--- src/rtl/gpio_bank_pkg.sv ---
// gpio_bank_pkg: the register offsets, the decoded register selector and
// the decode function that the GPIO bank uses.
// Assumes a 12-bit byte address and a 32-bit data bus.
package gpio_bank_pkg;

    localparam int ADDR_W = 12;
    localparam int DATA_W = 32;

    localparam logic [ADDR_W-1:0] OFS_LO_MASK = 12'h000;
    localparam logic [ADDR_W-1:0] OFS_HI_MASK = 12'h004;
    localparam logic [ADDR_W-1:0] OFS_OUTVAL  = 12'h040;
    localparam logic [ADDR_W-1:0] OFS_PINS    = 12'h060;
    localparam logic [ADDR_W-1:0] OFS_DIR     = 12'h204;
    localparam logic [ADDR_W-1:0] OFS_DRVEN   = 12'h208;

    typedef enum logic [2:0] {
        SEL_NONE    = 3'd0,
        SEL_LO_MASK = 3'd1,
        SEL_HI_MASK = 3'd2,
        SEL_OUTVAL  = 3'd3,
        SEL_PINS    = 3'd4,
        SEL_DIR     = 3'd5,
        SEL_DRVEN   = 3'd6
    } reg_sel_e;

    // Map a byte offset to a register selector; unmapped offsets give SEL_NONE.
    function automatic reg_sel_e decode_offset(input logic [ADDR_W-1:0] ofs);
        reg_sel_e sel;
        case (ofs)
            OFS_LO_MASK: sel = SEL_LO_MASK;
            OFS_HI_MASK: sel = SEL_HI_MASK;
            OFS_OUTVAL:  sel = SEL_OUTVAL;
            OFS_PINS:    sel = SEL_PINS;
            OFS_DIR:     sel = SEL_DIR;
            OFS_DRVEN:   sel = SEL_DRVEN;
            default:     sel = SEL_NONE;
        endcase
        return sel;
    endfunction

endpackage

--- src/rtl/gpio_bank_ctrl_regs.sv ---
// gpio_bank_ctrl_regs: holds the output value, direction and drive-enable
// registers. The output value is split into lanes of LANE_W bits. Each lane
// can be loaded by a full-word write or by its own masked-write register.
// Assumes PINS == DATA_W and exactly two lanes, so that the mask and the new
// values of one lane fit together in one data word.
module gpio_bank_ctrl_regs
    import gpio_bank_pkg::*;
#(
    parameter int PINS = 32
) (
    input  logic              clk,
    input  logic              rst_n,
    input  logic              wr_en,
    input  reg_sel_e          sel,
    input  logic [DATA_W-1:0] wdata,
    output logic [PINS-1:0]   outval_q,
    output logic [PINS-1:0]   dir_q,
    output logic [PINS-1:0]   drven_q
);

    localparam int LANE_W = PINS / 2;
    localparam int LANES  = 2;

    logic [LANE_W-1:0] lane_mask;
    logic [LANE_W-1:0] lane_new;

    // Split a masked-write word into its mask half and its new-value half.
    always_comb begin
        lane_mask = wdata[DATA_W-1 -: LANE_W];
        lane_new  = wdata[LANE_W-1:0];
    end

    for (genvar g = 0; g < LANES; g++) begin : g_lane
        localparam reg_sel_e LANE_SEL = (g == 0) ? SEL_LO_MASK : SEL_HI_MASK;

        logic [LANE_W-1:0] lane_q;

        // Update one lane: a full-word load, or a masked merge in which a mask bit of 1 keeps the old value.
        always_ff @(posedge clk) begin
            if (!rst_n) begin
                lane_q <= '0;
            end else if (wr_en && sel == SEL_OUTVAL) begin
                lane_q <= wdata[g*LANE_W +: LANE_W];
            end else if (wr_en && sel == LANE_SEL) begin
                lane_q <= (lane_q & lane_mask) | (lane_new & ~lane_mask);
            end
        end

        assign outval_q[g*LANE_W +: LANE_W] = lane_q;
    end

    // Load the direction register from a full-word write.
    always_ff @(posedge clk) begin
        if (!rst_n) begin
            dir_q <= '0;
        end else if (wr_en && sel == SEL_DIR) begin
            dir_q <= wdata[PINS-1:0];
        end
    end

    // Load the drive-enable register from a full-word write.
    always_ff @(posedge clk) begin
        if (!rst_n) begin
            drven_q <= '0;
        end else if (wr_en && sel == SEL_DRVEN) begin
            drven_q <= wdata[PINS-1:0];
        end
    end

endmodule

--- src/rtl/gpio_bank_pin_sync.sv ---
// gpio_bank_pin_sync: a separate chain of STAGES flops for each pin, to bring
// the asynchronous pad levels into the clock domain. Assumes STAGES >= 2.
// The chains clear to 0 on reset.
module gpio_bank_pin_sync #(
    parameter int W      = 32,
    parameter int STAGES = 2
) (
    input  logic         clk,
    input  logic         rst_n,
    input  logic [W-1:0] async_in,
    output logic [W-1:0] sync_out
);

    for (genvar p = 0; p < W; p++) begin : g_pin
        logic [STAGES-1:0] chain_q;

        // Shift the pad level one stage deeper on every clock.
        always_ff @(posedge clk) begin
            if (!rst_n) begin
                chain_q <= '0;
            end else begin
                chain_q <= {chain_q[STAGES-2:0], async_in[p]};
            end
        end

        assign sync_out[p] = chain_q[STAGES-1];
    end

endmodule

--- src/rtl/gpio_bank_read_mux.sv ---
// gpio_bank_read_mux: picks the addressed register for a read and registers
// it. bus_rdata changes only at an edge where the read strobe is sampled.
// The masked-write registers and unmapped offsets read as zero.
module gpio_bank_read_mux
    import gpio_bank_pkg::*;
#(
    parameter int PINS = 32
) (
    input  logic              clk,
    input  logic              rst_n,
    input  logic              rd_en,
    input  reg_sel_e          sel,
    input  logic [PINS-1:0]   outval_q,
    input  logic [PINS-1:0]   dir_q,
    input  logic [PINS-1:0]   drven_q,
    input  logic [PINS-1:0]   pins_sync,
    output logic [DATA_W-1:0] rdata
);

    logic [DATA_W-1:0] rd_next;

    // Select the value of the addressed register.
    always_comb begin
        rd_next = '0;
        case (sel)
            SEL_OUTVAL: rd_next[PINS-1:0] = outval_q;
            SEL_PINS:   rd_next[PINS-1:0] = pins_sync;
            SEL_DIR:    rd_next[PINS-1:0] = dir_q;
            SEL_DRVEN:  rd_next[PINS-1:0] = drven_q;
            default:    rd_next = '0;
        endcase
    end

    // Capture the selected value on a read strobe and hold it otherwise.
    always_ff @(posedge clk) begin
        if (!rst_n) begin
            rdata <= '0;
        end else if (rd_en) begin
            rdata <= rd_next;
        end
    end

endmodule

--- src/rtl/gpio_bank.sv ---
// gpio_bank: top level of the 32-pin GPIO bank. It decodes the bus offset,
// holds the control registers, synchronises the pad inputs and drives the
// pad controls. A pad drives only when its direction bit and its
// drive-enable bit are both set. Assumes a single-cycle bus with no wait
// states and at most one access per cycle.
module gpio_bank
    import gpio_bank_pkg::*;
#(
    parameter int PINS        = 32,
    parameter int SYNC_STAGES = 2
) (
    input  logic              clk,
    input  logic              rst_n,
    input  logic [ADDR_W-1:0] bus_addr,
    input  logic              bus_wr,
    input  logic [DATA_W-1:0] bus_wdata,
    input  logic              bus_rd,
    output logic [DATA_W-1:0] bus_rdata,
    input  logic [PINS-1:0]   pad_in,
    output logic [PINS-1:0]   pad_out,
    output logic [PINS-1:0]   pad_oe
);

    reg_sel_e        sel;
    logic [PINS-1:0] outval_q;
    logic [PINS-1:0] dir_q;
    logic [PINS-1:0] drven_q;
    logic [PINS-1:0] pins_sync;

    // Decode the bus offset once for both the write path and the read path.
    always_comb begin
        sel = decode_offset(bus_addr);
    end

    gpio_bank_ctrl_regs #(
        .PINS (PINS)
    ) u_regs (
        .clk      (clk),
        .rst_n    (rst_n),
        .wr_en    (bus_wr),
        .sel      (sel),
        .wdata    (bus_wdata),
        .outval_q (outval_q),
        .dir_q    (dir_q),
        .drven_q  (drven_q)
    );

    gpio_bank_pin_sync #(
        .W      (PINS),
        .STAGES (SYNC_STAGES)
    ) u_sync (
        .clk      (clk),
        .rst_n    (rst_n),
        .async_in (pad_in),
        .sync_out (pins_sync)
    );

    gpio_bank_read_mux #(
        .PINS (PINS)
    ) u_rdmux (
        .clk       (clk),
        .rst_n     (rst_n),
        .rd_en     (bus_rd),
        .sel       (sel),
        .outval_q  (outval_q),
        .dir_q     (dir_q),
        .drven_q   (drven_q),
        .pins_sync (pins_sync),
        .rdata     (bus_rdata)
    );

    for (genvar p = 0; p < PINS; p++) begin : g_pad
        // Each pad takes its output bit, and drives only when both control bits are 1.
        assign pad_out[p] = outval_q[p];
        assign pad_oe[p]  = dir_q[p] & drven_q[p];
    end

endmodule

--- config.mk ---
export PLATFORM = sky130hd
export DESIGN_NAME = gpio_bank
export DESIGN_NICKNAME = d
export VERILOG_FILES = /design/src/rtl/gpio_bank_pkg.sv /design/src/rtl/gpio_bank_ctrl_regs.sv /design/src/rtl/gpio_bank_pin_sync.sv /design/src/rtl/gpio_bank_read_mux.sv /design/src/rtl/gpio_bank.sv
export SDC_FILE = /design/constraint.sdc
export NUM_CORES = 1
export LEC_CHECK = 0
export ABC_CLOCK_PERIOD_IN_PS = 2000
export BUFFER_PORTS_ARGS = -buffer_cell sky130_fd_sc_hd__buf_2
export CAP_MARGIN = 20
export CORE_MARGIN = 8
export CORE_UTILIZATION = 49
export DETAILED_ROUTE_END_ITERATION = 7
export GPL_TIMING_DRIVEN = 0
export HOLD_SLACK_MARGIN = 0.02
export PLACE_DENSITY = 0.78
export SKIP_LAST_GASP = 1
export SLEW_MARGIN = 0
export SYNTH_ARGS = -nofsm -noshare
export SYNTH_HDL_FRONTEND = slang
export SYNTH_SLANG_ARGS = --single-unit
--- constraint.sdc ---
create_clock -name clk -period 2 [get_ports clk]
set_input_delay 0.1 -clock clk [delete_from_list [all_inputs] [get_ports clk]]
set_output_delay 0.1 -clock clk [all_outputs]
set_load 0.1 [all_outputs]
# After elaboration in Yosys (flattened, before gate mapping)
# Index checks and enable logic that the tools add are counted.
# W data, S select, Z words.
totals:
  reg_bits: 192
  output_inout_bits: 96
classes:
  eq_ne: 11
  muxes: 6
  bitwise_logic: 38
  n_reduce_logical: 8
ops:
  columns: ["op", "n"]
  rows:
  - ["$pmux W32 S4", 1]
  - ["$mux W16", 4]
  - ["$and A16 B16 Y16", 3]
  - ["$and A1 B1 Y1", 32]
  - ["$or A16 B16 Y16", 2]
  - ["$eq A12 B10 Y1 const B", 2]
  - ["$eq A12 B7 Y1 const B", 2]
  - ["$pmux W3 S6", 1]
  - ["$not A16 Y16", 1]
  - ["$eq A12 B3 Y1 const B", 1]
  - ["$logic_not A12 Y1", 1]
  - ["$eq A3 B3 Y1 const B", 3]
  - ["$eq A3 B2 Y1 const B", 2]
  - ["$logic_and A1 B1 Y1", 5]
  - ["$reduce_bool A2 Y1", 2]
  - ["$eq A3 B1 Y1 const B", 1]

# Longest topological paths before layout
# Gate-level depths: netlist (run 1).
depth:
  ltp_word: 6
  ltp_mapped: 8

# By module
# A second synthesis (run 1) with hierarchy kept.
hier_totals:
  cells_unflattened: 946
  hier_area_um2: 8439.3
by_module_without_submodules:
  columns: ["mod", "instances", "cells_each", "area_each_um2", "seq_area_each_um2"]
  rows:
  - ["gpio_bank_ctrl_regs", 1, 465, 3767.4, 1921.8]
  - ["gpio_bank_read_mux", 1, 265, 2316.0, 640.6]
  - ["gpio_bank_pin_sync", 1, 166, 2031.9, 1281.2]
  - ["gpio_bank", 1, 50, 324.1, 0.0]

# Worst setup path after synthesis (run 1)
# Ideal clock, no wire load.
synth_timing:
  path_kind: "input to register"
  start: "in bus_addr[5]"
  end: "reg u_regs.dir_q[0]"
  setup_time_ns: 0.132
  arrival_time_ns: 1.867
  required_time_ns: 1.868
  slack_ns: 0.000
  stages: 8
  n_path_buf: 4
  cell_sequence: "buf_2 > or4_1 > buf_4 > or4_1 > clkbuf_1 > clkbuf_1 > nand2_1 > a21oi_1"
synth_between:
  elab_chain_len: 4
synth_rtl:
  columns: ["element", "line", "text"]
  rows:
  - ["from (decl)", "gpio_bank.sv:14", "input logic [ADDR_W-1:0] bus_addr,"]
  - ["$eq A12 B10 Y1, or another cell as far along", "gpio_bank_pkg.sv:29", "case (ofs)"]
  - ["$pmux W3 S6 (*)", "gpio_bank_pkg.sv:29", null]
  - ["$eq A3 B3 Y1 (*)", "gpio_bank_ctrl_regs.sv:56", "end else if (wr_en && sel == SEL_DIR) begin"]
  - ["$logic_and A1 B1 Y1 (*)", "gpio_bank_ctrl_regs.sv:56", null]
  - ["to (signal assigned)", "gpio_bank_ctrl_regs.sv:57", "dir_q <= wdata[PINS-1:0];"]
  - ["to (decl)", "gpio_bank_ctrl_regs.sv:17", "output logic [PINS-1:0] dir_q,"]
# Mark *: on every way between the ends. The rest lies on a longest branch, timed or not.
# A chain may end at the register's enable or synchronous reset.

# Worst setup path in the final report (run 1)
layout_timing:
  start: "in bus_addr[6]"
  end: "reg u_rdmux.rdata[14]"
layout_between:
  elab_chain_len: 4
layout_rtl:
  columns: ["element", "line", "text"]
  rows:
  - ["$eq A12 B10 Y1, or another cell as far along", "gpio_bank_pkg.sv:29", null]
  - ["$pmux W3 S6 (*)", "gpio_bank_pkg.sv:29", null]
  - ["$eq A3 B3 Y1 or $eq A3 B2 Y1 (tied branches)", "gpio_bank_read_mux.sv:25", "case (sel)"]
  - ["$pmux W32 S4 (*)", "gpio_bank_read_mux.sv:25", null]
  - ["to (signal assigned)", "gpio_bank_read_mux.sv:39", "rdata <= rd_next;"]
  - ["to (decl)", "gpio_bank_read_mux.sv:17", "output logic [DATA_W-1:0] rdata"]
# Marks and branches as above.

==> summary.md, run 1 <==
| Metric | Value |
|---|---|
| Worst path bufs/invs | `2` |
| Syn_nets | `960` |
| Mean Syn Cell Area | `9.047 µm²` |
| Routed len/inst | `roughly 20 µm` |
| Setup crit start kind | `primary input` |
| Via-to-Cell Ratio | `around 5.6` |
| Max_cap viols | `0` |
| Final setup skew | `0.008270 ns` |
| Crit-path slowest cell | `or4b_2` |
| Most frequent cells in the layout | `dfxtp_1, buf_2, nand2_1` |
| Post-synth EDFFs | `0` |
| # DRC | `0` |
| CTS tree | `built` |
| Final TNS setup | `0 ns` |
| Clock Power Share | `a little over two fifths` |
| DP Area | `approximately 9100 µm²` |
| Most common cell after layout, fill and taps aside | `dfxtp_1` |
| Die Footprint | `20,580 µm²` |
| Worst-path clk slew | `roughly 0.07 ns` |
| Crit Path Max Fanout | `10` |
| Initial core utilization | `roughly 50%` |
| Core area | `15,890 µm²` |
| Power Dens Cells | `757.8 nW/µm²` |
| Top Ports | `~180` |
| Fin crit period | `just under 2 ns` |
| Crit. End Element | `flip-flop` |
| P&R area growth vs syn | `30.24%` |
| Post-DRT Antenna Nets | `0` |
| # Post-CTS Setup Buffers | `0` |
| Clk buf depth | `2` |
| Slew headroom | `45.03%` |
| Cell row count | `46` |
| Syn Inst Count | `slightly below 900` |
| RSZ-0062 raised after global routing | `yes` |
| CP arrival | `approximately 2.3 ns` |
| Synth Register Bits | `approximately 190` |
| Hold Vio Cnt, Final | `0` |
| Layout cells sized above 1 | `around a quarter` |
| Tcrit/Tclk final | `a little over nine tenths` |
| Post-DP HPWL | `between 15,000 and 20,000 µm` |
| Setup Crit Path Kind | `primary input to flip-flop` |
| Final net count | `roughly 1,200` |
| Initial DRT Pass Iterations | `5` |
| Vias in the first global route | `~7,500` |
| CP dominant cell by count | `buf_2` |
| Final setup vio count | `0` |
| I/O Buffers | `between 150 and 200` |
| Psw | `1825 µW` |
| All-Layer GR Usage | `25.90%` |
| Root buffer selected by CTS | `clkbuf_16` |
| Yosys warnings | `0` |
| Number of DRC markers in iteration 0 | `about 650` |
| Routability cong. | `0.9631` |
| Post-synth top flop | `dfxtp_1` |
| Largest net degree at the start of global routing | `17` |
| Tightest Pin Transition | `between 0.8 and 0.9 ns` |
| FMAX | `just over 500 MHz` |
| Crit-path leading delay family | `simple AND/OR/NAND/NOR gates` |
| Sequential power share | `49.6%` |
| Die W | `approximately 140 µm` |
| Slowest stage delay, CP | `between 0.6 and 0.7 ns` |
| DIE HEIGHT | `around 140 µm` |
| Max H-tree Level | `4` |
| Initial antenna violation count | `5` |
| Utilization after layout | `65.27%` |
| First-pass GRT wire length | `around 41,000 µm` |
| Unique masters post-synth | `35` |
| Status | `complete, no violations` |
| Cell Area, Synth | `around 8000 µm²` |
| GR Overflow Total | `0` |
| Via count | `~7,600` |
| Fin. max-slew vios | `0` |
| Leak | `roughly 0.0041 µW` |
| Final instance area | `10,370 µm²` |
| Peak supply drop | `between 0.6 and 0.7 mV` |
| Critical Path RT | `between 2 and 2.5 ns` |
| TritonCTS buffer count | `17` |
| Combinational cell fraction of total power | `6.7%` |
| Worst min path class | `primary input to flip-flop` |
| WL final | `26,830 µm` |
| Sw frac | `23.23%` |
| Clk_lat worst skew | `0.44 ns` |
| Hold_ws | `0.1175 ns` |
| Post-synth ARST share | `0%` |
| Clk sink count | `192` |
| Share of the yosys chip area belonging to registers | `between 40% and 50%` |
| Internal | `around 6000 µW` |
| Critical path, cell by cell | `buf_2 -> or4b_2 -> nor3_2 -> o31ai_1 -> buf_2 -> a211oi_1` |
-- power by group through the flow --
| stage | combinational, µW | clock [µW] | sequential (µW) |
|---|---|---|---|
| after floorplan | 203 | 0 | 3980 |
| after global placement | 406 | 0 | 3980 |
| after detailed placement | 410 | 0 | 3980 |
| after CTS | 514 | 3430 | 3900 |
| after global routing | 563 | 3620 | 3900 |
| final | 529 | 3430 | 3900 |
-- metal layers --
metal	routed length [µm]	part of all wire [%]	global-route usage, %	up-vias
met5	12	0.045	0	-
met4	904	3.4	10.63	2
met3	2530	9.4	6.802	62
met2	12540	47	42.66	375
met1	10850	40	31.53	3608
li1	-	-	-	3575
-- worst paths after layout --
check                                                  from                           to  slack (ns)  depth (start not counted)
worst min-delay path                                 bus_wr            u_regs.drven_q[1]        0.12                          5
worst max register to register                    flip-flop            u_rdmux.rdata[21]        0.88                          3
worst min register to register  u_sync.g_pin[21].chain_q[0]  u_sync.g_pin[21].chain_q[1]        0.43                          1
worst max-delay path                            bus_addr[6]            u_rdmux.rdata[14]        0.08                          6
-- final cells by class --
cell class              instances  area [µm²]
well taps                     216       270.3
repair buffers                237        1511
multi-input cells             603        3754
flip-flops and latches        192        3844
clock inverters                12       132.6
plain buffers                  66       319.1
fillers                      1345        5517
diodes                          4       10.01
inverters                      19       71.32
clock buffers                  20       456.7
-- per-stage QoR --
step / setup WS, ns / power [µW] / cells
6_report: 0.07672 / 7857 / 1369
5_1_grt: -0.04194 / 8079 / 1369
4_1_cts: 0.01314 / 7844 / 1365
3_5_place_dp: -0.4962 / 4394 / 1268
3_3_place_gp: -0.4938 / 4389 / 1268
2_1_floorplan: 0.0003355 / 4181 / 880
-- what timing repair did --
item / 4_1_cts / 5_1_grt
gates cloned: 0 / 0
hold buffers: 65 / 0
hold endpoints to repair: 98 / 0
endpoints found under the setup margin: 10 / 69
resized for setup: 4 / 23
-- worst register-to-register path: cells and delay by family (launching register included) --
family,cells,cell delay (ns)
compound gates,2,0.38
flops,1,0.35
mux,1,0.28
-- cells in the mapped netlist, drive strengths merged (16+ instances only) --
cell	number	area (µm²)
a211oi	32	240.2
a21oi	80	400.4
a22oi	64	480.5
and2	96	600.6
buf	16	113.9
clkbuf	50	187.7
dfxtp	192	3844
inv	19	71.31
mux2	32	360.4
nand2	129	484.2
nor2	34	127.6
nor3	19	160.2
o21ai	16	80.08
or3	17	106.4
-- cells by family after synthesis --
| kind of cell | share of synthesized area, % |
|---|---|
| and+or+nand+nor | 23.94 |
| buffers and inverters | 4.683 |
| DFF | 48.28 |
| AOI/OAI and AO/OA | 18.47 |
| xor gates and xnor gates | 0.1100 |
| muxes | 4.526 |
Power figures use the tool's default switching activity.
==> inputs of run 2 (changes only) <==
--- a/config.mk
+++ b/config.mk
@@ -5,7 +5,8 @@
 export SDC_FILE = /design/constraint.sdc
 export NUM_CORES = 1
 export LEC_CHECK = 0
-export ABC_CLOCK_PERIOD_IN_PS = 2000
+export ABC_AREA = 1
+export ABC_CLOCK_PERIOD_IN_PS = 1600
 export BUFFER_PORTS_ARGS = -buffer_cell sky130_fd_sc_hd__buf_2
 export CAP_MARGIN = 20
 export CORE_MARGIN = 8
==> constraint.sdc (replaced) <==
create_clock -name clk -period 1.6 [get_ports clk]
set_input_delay 0.08 -clock clk [delete_from_list [all_inputs] [get_ports clk]]
set_output_delay 0.08 -clock clk [all_outputs]
set_load 0.1 [all_outputs]
==> run 2 against run 1 <==
  * Non-clock buffer count decreased by 12
  * Register-to-register slack got worse by 0.47 ns
  * Design area increased by 0.74%
  * Sequential cell count unchanged
  * Clock power increased by 34%
  * Cell count increased by 20%
  * Area after synthesis increased by 3.5%
  * First-iteration DRC count increased by 32%
  * Setup slack improved by 0.044 ns
  * Sequential share of layout area decreased by 0.27 points
  * Critical path type is now flip-flop to output port
  * Sequential power increased by 25%
  * Critical path depth decreased by 5
==> summary.md, run 2 <==
| Metric | Value |
|---|---|
| Crit Path Max Fanout | `3` |
| Die W | `145.7 µm` |
| Yosys warnings | `0` |
| Worst min path class | `primary input to flip-flop` |
| Final setup vio count | `0` |
| Crit-path leading delay family | `buffers and inverters` |
| Mean Syn Cell Area | `7.031 µm²` |
| Slew headroom | `between 50% and 60%` |
| I/O Buffers | `about 170` |
| DIE HEIGHT | `around 150 µm` |
| Reg2reg start | `u_regs.dir_q[19]` |
| All-Layer GR Usage | `26.20%` |
| R2R Path End | `u_rdmux.rdata[19]` |
| First-pass GRT wire length | `between 40,000 and 50,000 µm` |
| CTS tree | `built` |
| Synth Area in Adders | `0%` |
| CTS resizes | `0` |
| Initial antenna violation count | `0` |
| Most frequent cells after synthesis | `nand2_1, dfxtp_1, inv_1, nand3_1, a21oi_1` |
| Routed len/inst | `17.23 µm` |
| WHS Endpoint | `u_regs.drven_q[5]` |
| Final net count | `approximately 1,500` |
| Register area | `between 3000 and 4000 µm²` |
| Via count | `around 8,500` |
| Top cell type's share of synthesized area | `~47%` |
| Multi-input logic area | `3407 µm²` |
| Setup crit start kind | `flip-flop` |
| Root buffer selected by CTS | `clkbuf_16` |
| Final TNS setup | `0 ns` |
| Syn_nets | `1,252` |
| Top-count cell post-synth | `nand2_1` |
| Initial core utilization | `between 40% and 50%` |
| Most frequent cells in the layout | `nand2_1, dfxtp_1, buf_2` |
| TritonCTS buffer count | `17` |
| Synth Register Bits | `roughly 190` |
| Cell row count | `47` |
| Core area | `16,520 µm²` |
| Max H-tree Level | `4` |
| Post-DRT Antenna Nets | `0` |
| Top cells by area, synth | `dfxtp_1, nand2_1, nand3_1` |
| Fin. max-slew vios | `0` |
| Min-delay src | `bus_wdata[5]` |
| Hold Vio Cnt, Final | `0` |
| P&R area growth vs syn | `26.75%` |
| CP arrival | `1.40 ns` |
| Worst path bufs/invs | `1` |
| Worst Reg-to-Reg Cells | `4` |
| Via-to-Cell Ratio | `~5.2` |
| Leak | `between 0.005 and 0.006 µW` |
| Largest family of logic cells by synthesized area | `simple AND/OR/NAND/NOR gates` |
| Syn Inst Count | `about 1,200` |
| GR Overflow Total | `0` |
| Peak supply drop | `0.7378 mV` |
| WHS Path Cells | `3` |
| Share of the yosys chip area belonging to registers | `between 40 and 50%` |
| # fillers | `1,542` |
| Final instance area | `around 10,000 µm²` |
| Crit. End Element | `output port` |
| Clk buf depth | `2` |
| Die Footprint | `21,220 µm²` |
| Slowest stage delay, CP | `roughly 0.49 ns` |
| Unique masters post-synth | `20` |
| Setup ws final | `between 0.1 and 0.15 ns` |
| R2R setup slack | `0.41 ns` |
| # DRC | `0` |
| Post-synth EDFFs | `0` |
| Cell Area, Synth | `8240 µm²` |
| Post-synth top flop | `dfxtp_1` |
| Routability cong. | `approximately 0.97` |
| Setup Crit Path Kind | `flip-flop to output port` |
| Worst slack, placed | `-0.2587 ns` |
| Status | `complete, no violations` |
| Overall Power | `10,050 µW` |
| Final setup skew | `0.005005 ns` |
| Critical Path RT | `1.52 ns` |
| WL final | `roughly 28,000 µm` |
| Post-Synth XOR/XNOR Area | `0%` |
| Post-DP HPWL | `21,430 µm` |
| DP Area | `around 9400 µm²` |
| Synth area leader | `dfxtp_1` |
| Worst-path clk slew | `0.07 ns` |
| Clk_lat worst skew | `between 0.4 and 0.5 ns` |
| Fin crit period | `between 1 and 1.5 ns` |
| Vias in the first global route | `around 8,000` |
| Initial DRT Pass Iterations | `6` |
| Hold_ws | `about 0.030 ns` |
| Clk sink count | `192` |
| Max_cap viols | `0` |
| Critical path, cell by cell | `buf_2` |
| Mux contribution to synthesized area | `0%` |
| Most common cell after layout, fill and taps aside | `nand2_1` |
| Number of DRC markers in iteration 0 | `around 860` |
| # Post-CTS Setup Buffers | `0` |
| FMAX | `approximately 680 MHz` |
| Power Dens Cells | `962.1 nW/µm²` |
| Post-synth ARST share | `0%` |
| Tightest Pin Transition | `~0.70 ns` |
| Area fraction in compound gates after synthesis | `roughly 16%` |
| Crit-path slowest cell | `buf_2` |
| Hold-fix buffers at CTS | `42` |
| Tcrit/Tclk final | `92.44%` |
| Layout cells sized above 1 | `between 10% and 20%` |
| Top Ports | `between 150 and 200` |
| Largest net degree at the start of global routing | `18` |
| RSZ-0062 raised after global routing | `no` |
| Ant diodes | `0` |
| Post-Synth Simple-Gate Area | `25.31%` |
-- run 2: logic make-up after synthesis --
kind of cell    Yosys count
flops                   192
compound gates          256
simple gates            480
buf+inv                 244
-- run 2: worst max path at each step --
stage,start,to,depth (start not counted)
after global placement,bus_addr[3],u_rdmux.rdata[19],10
after global routing,u_regs.dir_q[4],pad_oe[4],3
after floorplan,flip-flop,u_rdmux.rdata[23],4
after CTS,u_regs.dir_q[4],pad_oe[4],3
final,flip-flop,pad_out[0],1
after detailed placement,bus_addr[1],u_rdmux.rdata[18],9
-- run 2: cell type report --
type	instances	area share, %
clock buffer	18	4.205
timing repair buffer	216	12.36
sequential	192	36.80
inverter	169	6.073
multi-input combinational	736	32.62
tap	220	2.635
clock inverter	14	1.905
buffer	75	3.402
-- run 2: report_power, final --
part           switching [µW]  leakage, µW  internal, µW
logic                     360      0.00340           235
registers                19.8      0.00156          4850
clock network            1900     0.000312          2680
total                    2280      0.00527          7770
-- run 2: through the flow --
stage	util [%]	std cells
floorplan	-	1172
global placement	56.80	1566
detailed placement	56.80	1566
CTS	63.21	1640
global route	63.21	1640
finish	63.21	1640
-- run 2: metal layers --
metal	up-vias	track usage (%)	wire length, µm
met5	-	0	0
met4	0	10.26	888
met1	3821	33.37	11390
met2	416	41.74	13060
met3	60	6.623	2909
li1	4183	-	-
